==> config.mk <==
export PLATFORM = sky130hd
export DESIGN_NAME = msix_icm_top
export DESIGN_NICKNAME = d
export VERILOG_FILES = /design/src/rtl/msix_icm_pkg.sv /design/src/rtl/msix_icm_cfg.sv /design/src/rtl/msix_icm_route.sv /design/src/rtl/msix_icm_state.sv /design/src/rtl/msix_icm_top.sv
export SDC_FILE = /design/constraint.sdc
export NUM_CORES = 1
export LEC_CHECK = 0
export ABC_AREA = 1
export BUFFER_PORTS_ARGS = -buffer_cell sky130_fd_sc_hd__buf_2
export CAP_MARGIN = 30
export CORE_ASPECT_RATIO = 0.8
export CORE_MARGIN = 10
export CORE_UTILIZATION = 55
export DETAILED_ROUTE_END_ITERATION = 7
export PLACE_DENSITY = 0.87
export SYNTH_ARGS = -nofsm -noshare
export SYNTH_HDL_FRONTEND = slang
export SYNTH_SLANG_ARGS = --single-unit
==> constraint.sdc <==
create_clock -name clk_i -period 4.7 [get_ports clk_i]
set_clock_uncertainty 0.2 [all_clocks]
set_input_delay 0.94 -clock clk_i [delete_from_list [all_inputs] [get_ports clk_i]]
set_output_delay 0.94 -clock clk_i [all_outputs]
set_load 0.02 [all_outputs]
==> src/rtl/msix_icm_pkg.sv <==
package msix_icm_pkg;

   // register byte offsets
   localparam logic [31:0] OFS_GPIE  = 32'h0000_1514;
   localparam logic [31:0] OFS_CSET  = 32'h0000_1520;
   localparam logic [31:0] OFS_MSET  = 32'h0000_1524;
   localparam logic [31:0] OFS_MCLR  = 32'h0000_1528;
   localparam logic [31:0] OFS_ACLR  = 32'h0000_152C;
   localparam logic [31:0] OFS_AMSK  = 32'h0000_1530;
   localparam logic [31:0] OFS_CAUSE = 32'h0000_1580;
   localparam logic [31:0] OFS_ALLOC = 32'h0000_1700;

   // general-purpose register fields
   localparam int GPIE_MULTI_BIT = 4;
   localparam int GPIE_AM_BIT    = 30;

   // allocation byte fields
   localparam int ALLOC_VALID_BIT = 7;
   localparam int ALLOC_LANE_W    = 8;

   typedef enum logic [3:0] {
      SEL_NONE,
      SEL_GPIE,
      SEL_CSET,
      SEL_MSET,
      SEL_MCLR,
      SEL_ACLR,
      SEL_AMSK,
      SEL_CAUSE,
      SEL_ALLOC
   } reg_sel_e;

   function automatic reg_sel_e decode_addr(input logic [31:0] a);
      reg_sel_e s;
      case (a)
         OFS_GPIE:  s = SEL_GPIE;
         OFS_CSET:  s = SEL_CSET;
         OFS_MSET:  s = SEL_MSET;
         OFS_MCLR:  s = SEL_MCLR;
         OFS_ACLR:  s = SEL_ACLR;
         OFS_AMSK:  s = SEL_AMSK;
         OFS_CAUSE: s = SEL_CAUSE;
         OFS_ALLOC: s = SEL_ALLOC;
         default:   s = SEL_NONE;
      endcase
      return s;
   endfunction

endpackage

==> src/rtl/msix_icm_cfg.sv <==
module msix_icm_cfg
   import msix_icm_pkg::*;
#(
   parameter int NUM_CAUSE = 4,
   parameter int VIDX_W    = 2
) (
   input  logic                              clk_i,
   input  logic                              rst_ni,
   input  logic                              wr_gpie_i,
   input  logic                              wr_aclr_i,
   input  logic                              wr_amsk_i,
   input  logic                              wr_alloc_i,
   input  logic [31:0]                       wdata_i,
   output logic                              multi_o,
   output logic                              am_assert_o,
   output logic [NUM_CAUSE-1:0]              aclr_o,
   output logic [NUM_CAUSE-1:0]              amsk_o,
   output logic [NUM_CAUSE-1:0]              valid_o,
   output logic [NUM_CAUSE-1:0][VIDX_W-1:0]  vidx_o
);

   always_ff @(posedge clk_i or negedge rst_ni) begin
      if (!rst_ni) begin
         multi_o     <= 1'b0;
         am_assert_o <= 1'b0;
         aclr_o      <= '0;
         amsk_o      <= '0;
         valid_o     <= '0;
         vidx_o      <= '0;
      end else begin
         if (wr_gpie_i) begin
            multi_o     <= wdata_i[GPIE_MULTI_BIT];
            am_assert_o <= wdata_i[GPIE_AM_BIT];
         end
         if (wr_aclr_i) aclr_o <= wdata_i[NUM_CAUSE-1:0];
         if (wr_amsk_i) amsk_o <= wdata_i[NUM_CAUSE-1:0];
         if (wr_alloc_i) begin
            for (int i = 0; i < NUM_CAUSE; i++) begin
               valid_o[i] <= wdata_i[ALLOC_LANE_W*i + ALLOC_VALID_BIT];
               vidx_o[i]  <= wdata_i[ALLOC_LANE_W*i +: VIDX_W];
            end
         end
      end
   end

endmodule

==> src/rtl/msix_icm_route.sv <==
module msix_icm_route #(
   parameter int NUM_CAUSE = 4,
   parameter int NUM_VEC   = 4,
   parameter int VIDX_W    = 2
) (
   input  logic                               multi_i,
   input  logic [NUM_CAUSE-1:0]               valid_i,
   input  logic [NUM_CAUSE-1:0][VIDX_W-1:0]   vidx_i,
   output logic [NUM_VEC-1:0][NUM_CAUSE-1:0]  map_o
);

   for (genvar v = 0; v < NUM_VEC; v++) begin : g_vec
      for (genvar i = 0; i < NUM_CAUSE; i++) begin : g_cause
         if (v == 0) begin : g_base
            assign map_o[v][i] = multi_i ? (valid_i[i] && (32'(vidx_i[i]) == 32'(v)))
                                         : 1'b1;
         end else begin : g_other
            assign map_o[v][i] = multi_i && valid_i[i] && (32'(vidx_i[i]) == 32'(v));
         end
      end
   end

endmodule

==> src/rtl/msix_icm_state.sv <==
module msix_icm_state #(
   parameter int NUM_CAUSE = 4,
   parameter int NUM_VEC   = 4
) (
   input  logic                               clk_i,
   input  logic                               rst_ni,
   input  logic [NUM_CAUSE-1:0]               hw_cause_i,
   input  logic [NUM_CAUSE-1:0]               wdata_i,
   input  logic                               cset_we_i,
   input  logic                               cause_we_i,
   input  logic                               cause_re_i,
   input  logic                               mset_we_i,
   input  logic                               mclr_we_i,
   input  logic [NUM_VEC-1:0][NUM_CAUSE-1:0]  map_i,
   input  logic [NUM_CAUSE-1:0]               aclr_i,
   input  logic [NUM_CAUSE-1:0]               amsk_i,
   input  logic                               am_assert_i,
   output logic [NUM_CAUSE-1:0]               cause_o,
   output logic [NUM_CAUSE-1:0]               mask_o,
   output logic [NUM_VEC-1:0]                 vec_req_o
);

   logic [NUM_CAUSE-1:0] cause_q, mask_q, cause_d, mask_d;
   logic [NUM_CAUSE-1:0] pend, hit, clr, mdrop;
   logic [NUM_VEC-1:0]   lvl, lvl_q, fire;

   always_comb begin
      pend = cause_q & mask_q;
      for (int v = 0; v < NUM_VEC; v++) lvl[v] = |(map_i[v] & pend);
      fire = lvl & ~lvl_q;
      hit  = '0;
      for (int v = 0; v < NUM_VEC; v++) if (fire[v]) hit = hit | map_i[v];

      clr = (hit & aclr_i)
          | (cause_we_i ? wdata_i : '0)
          | (cause_re_i ? '1 : '0);
      cause_d = (cause_q & ~clr) | hw_cause_i | (cset_we_i ? wdata_i : '0);

      mdrop = mclr_we_i ? wdata_i : '0;
      if (am_assert_i)                   mdrop = mdrop | (hit & amsk_i);
      else if (cause_we_i || cause_re_i) mdrop = mdrop | amsk_i;
      mask_d = (mask_q & ~mdrop) | (mset_we_i ? wdata_i : '0);
   end

   always_ff @(posedge clk_i or negedge rst_ni) begin
      if (!rst_ni) begin
         cause_q <= '0;
         mask_q  <= '0;
         lvl_q   <= '0;
      end else begin
         cause_q <= cause_d;
         mask_q  <= mask_d;
         lvl_q   <= lvl;
      end
   end

   assign cause_o   = cause_q;
   assign mask_o    = mask_q;
   assign vec_req_o = fire;

endmodule

==> src/rtl/msix_icm_top.sv <==
module msix_icm_top
   import msix_icm_pkg::*;
#(
   parameter int NUM_CAUSE = 4,
   parameter int NUM_VEC   = 4,
   parameter int ADDR_W    = 16
) (
   input  logic                  clk_i,
   input  logic                  rst_ni,
   input  logic                  wr_en_i,
   input  logic                  rd_en_i,
   input  logic [ADDR_W-1:0]     addr_i,
   input  logic [31:0]           wdata_i,
   output logic [31:0]           rdata_o,
   input  logic [NUM_CAUSE-1:0]  hw_cause_i,
   output logic [NUM_VEC-1:0]    vec_req_o
);

   localparam int VIDX_W = $clog2(NUM_VEC);

   if (NUM_CAUSE < 1 || NUM_CAUSE > 4) begin : g_bad_cause
      $error("NUM_CAUSE must lie in 1..4, one allocation byte per cause");
   end
   if (NUM_VEC < 2 || NUM_VEC > 128) begin : g_bad_vec
      $error("NUM_VEC must lie in 2..128 so the vector field fits below the valid bit");
   end
   if (ADDR_W < 13 || ADDR_W > 32) begin : g_bad_addr
      $error("ADDR_W must lie in 13..32 to reach every register offset");
   end

   reg_sel_e sel;
   logic     multi, am_assert;
   logic [NUM_CAUSE-1:0]              aclr, amsk, valid, cause_w, mask_w;
   logic [NUM_CAUSE-1:0][VIDX_W-1:0]  vidx;
   logic [NUM_VEC-1:0][NUM_CAUSE-1:0] map;
   logic [31:0] alloc_rd, rd_mux;
   logic        unused_wdata;

   assign sel          = decode_addr(32'(addr_i));
   assign unused_wdata = ^wdata_i;

   msix_icm_cfg #(.NUM_CAUSE(NUM_CAUSE), .VIDX_W(VIDX_W)) cfg_i (
      .clk_i       (clk_i),
      .rst_ni      (rst_ni),
      .wr_gpie_i   (wr_en_i && sel == SEL_GPIE),
      .wr_aclr_i   (wr_en_i && sel == SEL_ACLR),
      .wr_amsk_i   (wr_en_i && sel == SEL_AMSK),
      .wr_alloc_i  (wr_en_i && sel == SEL_ALLOC),
      .wdata_i     (wdata_i),
      .multi_o     (multi),
      .am_assert_o (am_assert),
      .aclr_o      (aclr),
      .amsk_o      (amsk),
      .valid_o     (valid),
      .vidx_o      (vidx)
   );

   msix_icm_route #(.NUM_CAUSE(NUM_CAUSE), .NUM_VEC(NUM_VEC), .VIDX_W(VIDX_W)) route_i (
      .multi_i (multi),
      .valid_i (valid),
      .vidx_i  (vidx),
      .map_o   (map)
   );

   msix_icm_state #(.NUM_CAUSE(NUM_CAUSE), .NUM_VEC(NUM_VEC)) state_i (
      .clk_i       (clk_i),
      .rst_ni      (rst_ni),
      .hw_cause_i  (hw_cause_i),
      .wdata_i     (wdata_i[NUM_CAUSE-1:0]),
      .cset_we_i   (wr_en_i && sel == SEL_CSET),
      .cause_we_i  (wr_en_i && sel == SEL_CAUSE),
      .cause_re_i  (rd_en_i && sel == SEL_CAUSE),
      .mset_we_i   (wr_en_i && sel == SEL_MSET),
      .mclr_we_i   (wr_en_i && sel == SEL_MCLR),
      .map_i       (map),
      .aclr_i      (aclr),
      .amsk_i      (amsk),
      .am_assert_i (am_assert),
      .cause_o     (cause_w),
      .mask_o      (mask_w),
      .vec_req_o   (vec_req_o)
   );

   always_comb begin
      alloc_rd = '0;
      for (int i = 0; i < NUM_CAUSE; i++) begin
         alloc_rd[ALLOC_LANE_W*i +: VIDX_W]           = vidx[i];
         alloc_rd[ALLOC_LANE_W*i + ALLOC_VALID_BIT]   = valid[i];
      end
   end

   always_comb begin
      rd_mux = '0;
      case (sel)
         SEL_GPIE: begin
            rd_mux[GPIE_MULTI_BIT] = multi;
            rd_mux[GPIE_AM_BIT]    = am_assert;
         end
         SEL_MSET:  rd_mux[NUM_CAUSE-1:0] = mask_w;
         SEL_ACLR:  rd_mux[NUM_CAUSE-1:0] = aclr;
         SEL_AMSK:  rd_mux[NUM_CAUSE-1:0] = amsk;
         SEL_CAUSE: rd_mux[NUM_CAUSE-1:0] = cause_w;
         SEL_ALLOC: rd_mux = alloc_rd;
         default:   rd_mux = '0;
      endcase
   end

   assign rdata_o = rd_en_i ? rd_mux : 32'h0;

endmodule

==> results of run 1 <==
through the flow:
step,instance area [sq um],hold WS [ns],power (W),setup WS (ns),cells
floorplan,2710,0.268,0.000335,1.42,419
CTS,3000,0.317,0.000554,1.02,525
global placement,2920,0.293,0.000352,1.08,518
detailed placement,2920,0.298,0.000354,1.02,518
finish,3000,0.321,0.000551,1.01,525
global route,3000,0.333,0.000573,0.860,525
cells by family after synthesis:
family	Yosys count
AO/OA/AOI/OAI	36
buffers and inverters	91
flip-flops	34
multiplexers	2
other	1
AND/OR/NAND/NOR	240
cells in the final DEF, fill, tap and decap left out:
cell,instances
nand2_1,107
nand3_1,37
nor2_1,43
nand3_4,1
clkbuf_8,5
buf_2,59
o21ai_0,24
inv_1,65
nand3b_1,2
nor2_4,3
nand2_2,3
and2_1,3
mux2_2,2
nor3_1,14
a22o_1,2
o211ai_1,1
clkbuf_1,2
a21oi_1,2
nand3_2,7
dfrtp_1,34
o22ai_1,4
o21ai_2,1
nor3_2,2
nand4_2,2
nand4_1,9
inv_2,6
nor3_4,1
nor2_2,6
conb_1,16
a21oi_2,2
worst max-delay path by stage:
stage	start	endpoint	slack, ns	cells past startpoint
2_1_floorplan	addr_i[15]	rdata_o[0]	1.42	10
3_5_place_dp	addr_i[15]	rdata_o[2]	1.02	14
5_1_grt	addr_i[15]	rdata_o[2]	0.86	14
3_3_place_gp	addr_i[15]	rdata_o[2]	1.08	14
4_1_cts	addr_i[15]	rdata_o[2]	1.02	14
6_report	addr_i[15]	rdata_o[2]	1.01	14
worst min-delay path: cells and delay by family, from the launching register on:
kind / cells / cell delay (ns)
AOI/OAI and AO/OA: 1 / 0.06
and+or+nand+nor: 1 / 0.05
DFF: 1 / 0.37
sequential cells by signal, summed over array words and instances, names as in the netlist:
signal / count
cfg_i.vidx_o: 8
cfg_i.aclr_o: 4
cfg_i.amsk_o: 4
cfg_i.valid_o: 4
state_i.cause_o: 4
state_i.lvl_q: 4
state_i.mask_o: 4
cfg_i.am_assert_o: 1
cfg_i.multi_o: 1
cell type report:
class                      count  area [sq um]
clock buffer                   7          76.3
fill                         429          1620
inverter                      71           267
multi-input combinational    294          1440
sequential                    34           851
tap                           60          75.1
timing repair buffer          59           295
power by group:
group	switching, W	internal [W]
Clock	0.000101	0.000102
Sequential	0.000000141	0.000293
Combinational	0.0000397	0.0000163
layer usage:
| layer | wire length, microns | part of all wire [%] | up-vias |
|---|---|---|---|
| met1 | 3140 | 43 | 1218 |
| met3 | 830 | 11 | 14 |
| met5 | 0 | 0 | - |
| met2 | 3210 | 44 | 153 |
| li1 | - | - | 1366 |
| met4 | 142 | 1.9 | 0 |
==> results.ini, run 1 <==
[logic_synthesis]
yosysTopAreaCellShare_pct = 32.0
yosys.area_share.simple_pct = 43.2
synth_seq_cells = 34
synth_cells = 404
synthTopCellsByArea = dfrtp_1 (32%), nand2_1 (15%), inv_1 (9.2%), nand3_1 (7.0%), nor2_1 (6.1%)
yosys.cell_count.top_type = nand2_1
synth_mux_area_share_pct = 0.848
synth_compound_area_share_pct = 7.77
synth_cell_types = 31
yosysWarnings = 0
synth-async-reset-ratio_pct = 100
synth_edf_count = 0
synth_area_per_cell_sq_um = 6.57
yosys.area_share.xor_xnor_pct = 0
yosys.area_share.adder_pct = 0
synth_top_family_by_area = simple AND/OR/NAND/NOR gates
ys.flop_type = dfrtp_1
syn_area_sq_um = 2660
yosys-top-cells-count = nand2_1 (107), inv_1 (65), nor2_1 (43)
yosysSeqAreaShare_pct = 32.0
yosysTopAreaCell = dfrtp_1

[cts]
cts_resized = 0
clk_path_buf_depth = 2
clk_pin_slew_ns = 0.07
cts_buffers = 5
clkSinkCount = 34
htreeDepth = 2
hold_buffers = 0
post_cts_buffers = 0
clk_latency_ns = 0.28
cts-root-buf = clkbuf_8
cts_tree = done

[floorplanning]
row_count = 22
core-area_sq_um = 4620
dieArea_sq_um = 8030
fp.dieW_microns = 97.7
initial_core_util_pct = 57.4
io_pins = 92
die-height_microns = 82.2

[global_route]
track_usage_pct = 17.6
use_met3_pct = 5.89
met2_usage_pct = 27.0
grt_max_degree = 35
grt_pass1_vias = 2504
grt_busiest_layer = met2
grt_first_pass_wirelength_microns = 11700
antenna_found_initial = 0
grt.overflow.total = 0
use_met1_pct = 23.0

[sta]
setup_viol = 0
slew_viol_final = 0
slew_headroom_pct = 47.9
fin_setup_tns_ns = 0
fin_crit_sh_pct = 78.4
fmax_ghz = 0.271
rsz0062_at_grt = no
worst_pin_slew_ns = 0.781
final.min_clock_period_ns = 3.69
finalHoldViolCount = 0

[critical_path]
crit_arrival_ns = 2.55
r2r_cells = 9
cp_top_family = simple AND/OR/NAND/NOR gates
crit_buf_inv = 3
path_cells = buf_2 -> nor2_2 -> nand3_2 -> nor2_4 -> nand3_2 -> nand2_1 -> nor2_2 -> nand2_2 -> nor2_2 -> nand2_1 -> nand3_1 -> nand2_1 -> inv_1 -> buf_2
start_kind = primary input
critical_path.max_stage_delay_ns = 0.33
r2r_slack_ns = 2.52
critPathMaxFanout = 13
criticalPathCategory = in -> out
critPathCaptureType = output pin
crit_slowest_cell = nor2_4
cp.required_ns = 3.56
r2r-start = cfg_i.multi_o
worstReg2RegEnd = state_i.cause_o[3]

[hold_path]
min_path_cells = 2
hold_class = reg -> reg
hold_end = cfg_i.amsk_o[3]
min-delay-start = cfg_i.amsk_o[3]

[routing]
vias_per_cell = 5.24
drt-initial-drc-count = 279
drc = 0
num_vias = 2751
ant_nets = 0
wire_per_inst_microns = 13.9
dr.pass1.iters = 5
routed_wl_microns = 7320

[run]
drv_cap = 0

[pwr]
power.density_nw_per_um2 = 184
ir_drop_mv = 0.147
p_leak_nw = 1.72

[placement]
port_buffers = 59
dp.final_hpwl_microns = 5930
gp_congestion = 1.00

[cells_and_area]
syn2layout_area_growth_pct = 13.0
num-nets-final = 521
final_util_pct = 64.9
drive_above_1_share_pct = 21.5
antenna_cells = 0

[outcome]
status = complete, no violations

Note: power is estimated with default switching activity, not from simulation.
==> run 2: changes to the inputs <==
- CORE_UTILIZATION: 55 -> 46
- PLACE_DENSITY: 0.87 -> 0.77
- clock period: 4.7 -> 3.1 ns (I/O delays scaled with it)
==> results.ini, run 2 (same netlist as run 1, synthesis figures left out) <==
[sta]
rsz0062_at_grt = no
slew_headroom_pct = 49.3
slew_viol_final = 0
final.min_clock_period_ns = 2.89
worst_pin_slew_ns = 0.760
finalHoldViolCount = 0
setup_ws_ns = 0.207
holdWs_ns = 0.212
setup_viol = 0
fmax_ghz = 0.346
fin_setup_tns_ns = 0
fin_crit_sh_pct = 93.3

[floorplanning]
core-area_sq_um = 5530
dieArea_sq_um = 9230
fp.dieW_microns = 105
die-height_microns = 88.0
initial_core_util_pct = 48.1
row_count = 24
io_pins = 92

[critical_path]
crit_slowest_cell = a21oi_2
r2r-start = cfg_i.multi_o
critical_path.max_stage_delay_ns = 0.21
critPathMaxFanout = 12
cp.required_ns = 2.28
cp_common_cell = buf_2
crit_arrival_ns = 2.07
startpoint = addr_i[15]
start_kind = primary input
critPathCaptureType = output pin
cp_top_family = buffers and inverters
criticalPathCategory = in -> out
crit_buf_inv = 5
path_cells = buf_2 -> nor2_2 -> nand3_2 -> nor2_4 -> buf_12 -> nand3_1 -> inv_2 -> nor3_1 -> a21oi_2 -> inv_1 -> nor2_1 -> buf_2

[cells_and_area]
antenna_cells = 0
largest_reg_flops = 8
design_area_sq_um = 3080
num-nets-final = 524
layout_common_cells = nand2_1 (107), inv_1 (65), buf_2 (59)
regMostFlops = cfg_i.vidx_o
syn2layout_area_growth_pct = 15.8
drive_above_1_share_pct = 22.5
final_common_cell = nand2_1
fill_cells = 570

[pwr]
ir_drop_mv = 0.211
p_leak_nw = 1.74
power.density_nw_per_um2 = 277

[cts]
cts-root-buf = clkbuf_8
clk_pin_slew_ns = 0.07
htreeDepth = 2
cts_tree = done
clk_latency_ns = 0.28
clk_path_buf_depth = 2
clkSinkCount = 34
cts_buffers = 5
hold_buffers = 0

[routing]
wire_per_inst_microns = 13.3
vias_per_cell = 5.01
drc = 0
num_vias = 2732
routed_wl_microns = 7230
drt-initial-drc-count = 276
ant_nets = 0
dr.pass1.iters = 5

[placement]
placed_area_sq_um = 2980
place_ws_ns = 0.183
dp.final_hpwl_microns = 5880
port_buffers = 59
gp_congestion = 0.938

[global_route]
antenna_found_initial = 0
grt_first_pass_wirelength_microns = 11500
grt_max_degree = 35
grt_pass1_vias = 2433
track_usage_pct = 15.0
grt.overflow.total = 0

[hold_path]
hold_class = in -> async

[run]
drv_cap = 0

[outcome]
status = complete, no violations

## run 2: worst register-to-register path: stages, from the launching register on
cell	delay [ns]
dfrtp_1	0.58
nand2_1	0.19
nor2_1	0.20
nand2_1	0.09
nand4_1	0.21
nand3_1	0.11
nand2_1	0.12
nor2_1	0.06
nand2_1	0.05
nand3_1	0.07
nand2_1	0.08
nand2_1	0.05
## run 2: cell type report
type / instances / area [sq um] / share of cell area (%)
sequential: 34 / 851 / 27.7
timing repair buffer: 62 / 330 / 10.7
multi-input combinational: 294 / 1450 / 47.1
inverter: 71 / 267 / 8.67
tap: 78 / 97.6 / 3.17
clock buffer: 6 / 82.6 / 2.69
## run 2: report_power, final
group	switching [W]	leakage, nW	internal [W]
clock network	0.000149	0.0431	0.000171
registers	0.000000217	0.365	0.000444
logic	0.0000610	1.34	0.0000251
## run 2: final timing paths
check | to | slack, ns | cells past startpoint
max reg2reg | state_i.mask_o[1] | 0.97 | 11
min in group clk_i | cfg_i.amsk_o[3] | 0.33 | 2
max in group asynchronous | state_i.lvl_q[1] | 2.01 | 1
min reg2reg | cfg_i.amsk_o[3] | 0.33 | 2
min | cfg_i.amsk_o[2] | 0.21 | 1
max | rdata_o[0] | 0.21 | 12
## run 2: stage by stage
| stage | power (W) | util (%) | instances |
|---|---|---|---|
| floorplan | 0.000509 | - | 419 |
| global placement | 0.000535 | 54.0 | 539 |
| detailed placement | 0.000537 | 54.0 | 539 |
| CTS | 0.000855 | 55.5 | 545 |
| global route | 0.000876 | 55.7 | 545 |
| finish | 0.000851 | 55.7 | 545 |
## run 2: per-layer routing
layer,track usage (%),wire length [microns],vias up
met4,3.11,38,0
met3,3.60,645,2
met1,20.5,3330,1228
met5,0,0,-
li1,-,-,1380
met2,23.4,3210,122
## run 2: what timing repair did
action,CTS,global route
setup buffers,0,0
setup endpoints to repair,0,2
resized for setup,0,2
==> run 3: changes to the inputs <==
- ABC_AREA: 1 -> unset
==> results.ini, run 3 <==
[floorplanning]
core-area_sq_um = 5850
dieArea_sq_um = 9460
initial_core_util_pct = 46.8
row_count = 25
fp.dieW_microns = 106
die-height_microns = 89.0
io_pins = 92

[critical_path]
r2r_cells = 7
start_kind = primary input
r2r_slack_ns = 0.43
crit_arrival_ns = 2.43
criticalPathCategory = in -> out
worstReg2RegEnd = state_i.cause_o[0]
r2r-start = cfg_i.multi_o
critPathMaxFanout = 9
critPathCaptureType = output pin
cp.required_ns = 2.28

[global_route]
grt_first_pass_wirelength_microns = 14200
track_usage_pct = 18.5
grt_pass1_vias = 2847
antenna_found_initial = 0
grt_max_degree = 35
grt.overflow.total = 0

[placement]
numPlacedInstances = 466
port_buffers = 59
gp_congestion = 0.942
dp.final_hpwl_microns = 6820
placed_area_sq_um = 3290
place_ws_ns = -0.277

[sta]
slew_viol_final = 0
fmax_ghz = 0.308
holdWs_ns = 0.200
rsz0062_at_grt = yes
final.min_clock_period_ns = 3.25
worst_pin_slew_ns = 0.777
fin_setup_tns_ns = -0.565
fin_crit_sh_pct = 105
setup_viol = 4
setup_ws_ns = -0.151
finalHoldViolCount = 0
slew_headroom_pct = 48.2

[routing]
drc = 0
routed_wl_microns = 8960
drt-initial-drc-count = 253
num_vias = 2910
wire_per_inst_microns = 18.8
vias_per_cell = 6.10
dr.pass1.iters = 5
ant_nets = 0

[logic_synthesis]
yosysTopAreaCell = dfrtp_1
synth_edf_count = 0
synth_cell_types = 74
yosysWarnings = 0
synthTopCellsByArea = dfrtp_1 (31%), mux2_2 (8.2%), buf_4 (4.4%), nand2_1 (4.2%), a21oi_1 (3.1%)
yosysTopAreaCellShare_pct = 31.1
yosys.cell_count.top_type = dfrtp_1
synth_area_per_cell_sq_um = 8.78
synth_cells = 312
syn_area_sq_um = 2740
synth-async-reset-ratio_pct = 100
yosys-top-cells-count = dfrtp_1 (34), nand2_1 (31), mux2_2 (20)
yosysSeqAreaShare_pct = 31.1
ys.flop_type = dfrtp_1
synth_seq_cells = 34

[pwr]
clock_power_share_pct = 41.1
ir_drop_mv = 0.158
p_switching_w = 0.000237
p_leak_nw = 1.59
sw_frac_of_total_pct = 25.0
power_frac_comb_pct = 12.1
seqPwrFrac_pct = 46.8
power.density_nw_per_um2 = 268
internal-power_w = 0.000711

[hold_path]
hold_class = in -> async

[cts]
clk_pin_slew_ns = 0.07
cts-root-buf = clkbuf_8
cts_tree = done
clk_latency_ns = 0.29
htreeDepth = 2
clk_path_buf_depth = 2
clkSinkCount = 34
cts_buffers = 5

[cells_and_area]
fin_cells = 477
syn2layout_area_growth_pct = 28.9
num-nets-final = 451
largest_reg_flops = 8
fill_cells = 516
final_common_cell = buf_2
regMostFlops = cfg_i.vidx_o
antenna_cells = 0
design_area_sq_um = 3530
drive_above_1_share_pct = 39.9
layout_common_cells = buf_2 (53), buf_4 (38), dfrtp_1 (34)

[outcome]
violations = setup timing
status = complete, but fails checks

[run]
drv_cap = 0

==> run 3: power groups by stage <==
stage | logic [W] | registers [W] | clock network, W
floorplan | 0.0000607 | 0.000452 | 0
global placement | 0.000101 | 0.000452 | 0
detailed placement | 0.000104 | 0.000452 | 0
CTS | 0.000109 | 0.000444 | 0.000396
global route | 0.000125 | 0.000444 | 0.000419
finish | 0.000115 | 0.000444 | 0.000389
==> run 3: kinds of logic (layout without fill, tap and decap cells) <==
| group | count (synthesis) | after routing | share of synthesized area (%) |
|---|---|---|---|
| AOI/OAI and AO/OA | 78 | 78 | 20.3 |
| xor gates and xnor gates | 1 | 1 | 0.320 |
| buffers and inverters | 46 | 115 | 9.09 |
| DFF | 34 | 34 | 31.1 |
| muxes | 22 | 22 | 9.04 |
| other | 1 | 16 | 0.137 |
| and+or+nand+nor | 130 | 130 | 30.0 |
==> run 3: metrics by stage <==
| step | power, W | util [%] |
|---|---|---|
| finish | 0.000948 | 60.4 |
| global route | 0.000987 | 60.4 |
| CTS | 0.000949 | 59.5 |
| detailed placement | 0.000556 | 56.3 |
| global placement | 0.000553 | 56.3 |
| floorplan | 0.000513 | - |
==> run 3: worst max-delay path, cell delays in order <==
cell and delay [ns]:
buf_2 0.11, buf_4 0.16, nor4b_2 0.17, and4_1 0.26, a31o_2 0.26, nor4_4 0.40, nand2_1 0.15, a21oi_4 0.15
buf_6 0.13
==> run 3: layout make-up <==
cell class	instances	area (sq um)	share of cell area [%]
multi-input cells	247	1820	51.6
flip-flops and latches	34	851	24.1
repair buffers	96	607	17.2
clock buffers	8	110	3.12
well taps	81	101	2.87
inverters	11	41.3	1.17
==> run 3: worst max path at each step <==
stage / startpoint / to / cells after the start
final: addr_i[7] / rdata_o[3] / 9
after CTS: addr_i[13] / rdata_o[0] / 8
after floorplan: addr_i[5] / rdata_o[0] / 7
after global placement: addr_i[1] / rdata_o[2] / 8
after detailed placement: addr_i[1] / rdata_o[2] / 9
after global routing: addr_i[13] / rdata_o[1] / 8
==> run 3: routing by layer <==
| layer | vias up | wire, microns | global-route usage (%) |
|---|---|---|---|
| met5 | - | 0 | 0 |
| met4 | 0 | 206 | 6.01 |
| met3 | 24 | 955 | 4.54 |
| met2 | 168 | 4260 | 30.7 |
| met1 | 1404 | 3540 | 23.3 |
| li1 | 1314 | - | - |
==> run 3: timing repair <==
action	CTS	global route
hold buffers	0	0
pin swaps	6	2
buffers inserted	1	2
endpoints found under the setup margin	5	14
cloned	0	0
gates resized for setup	15	8
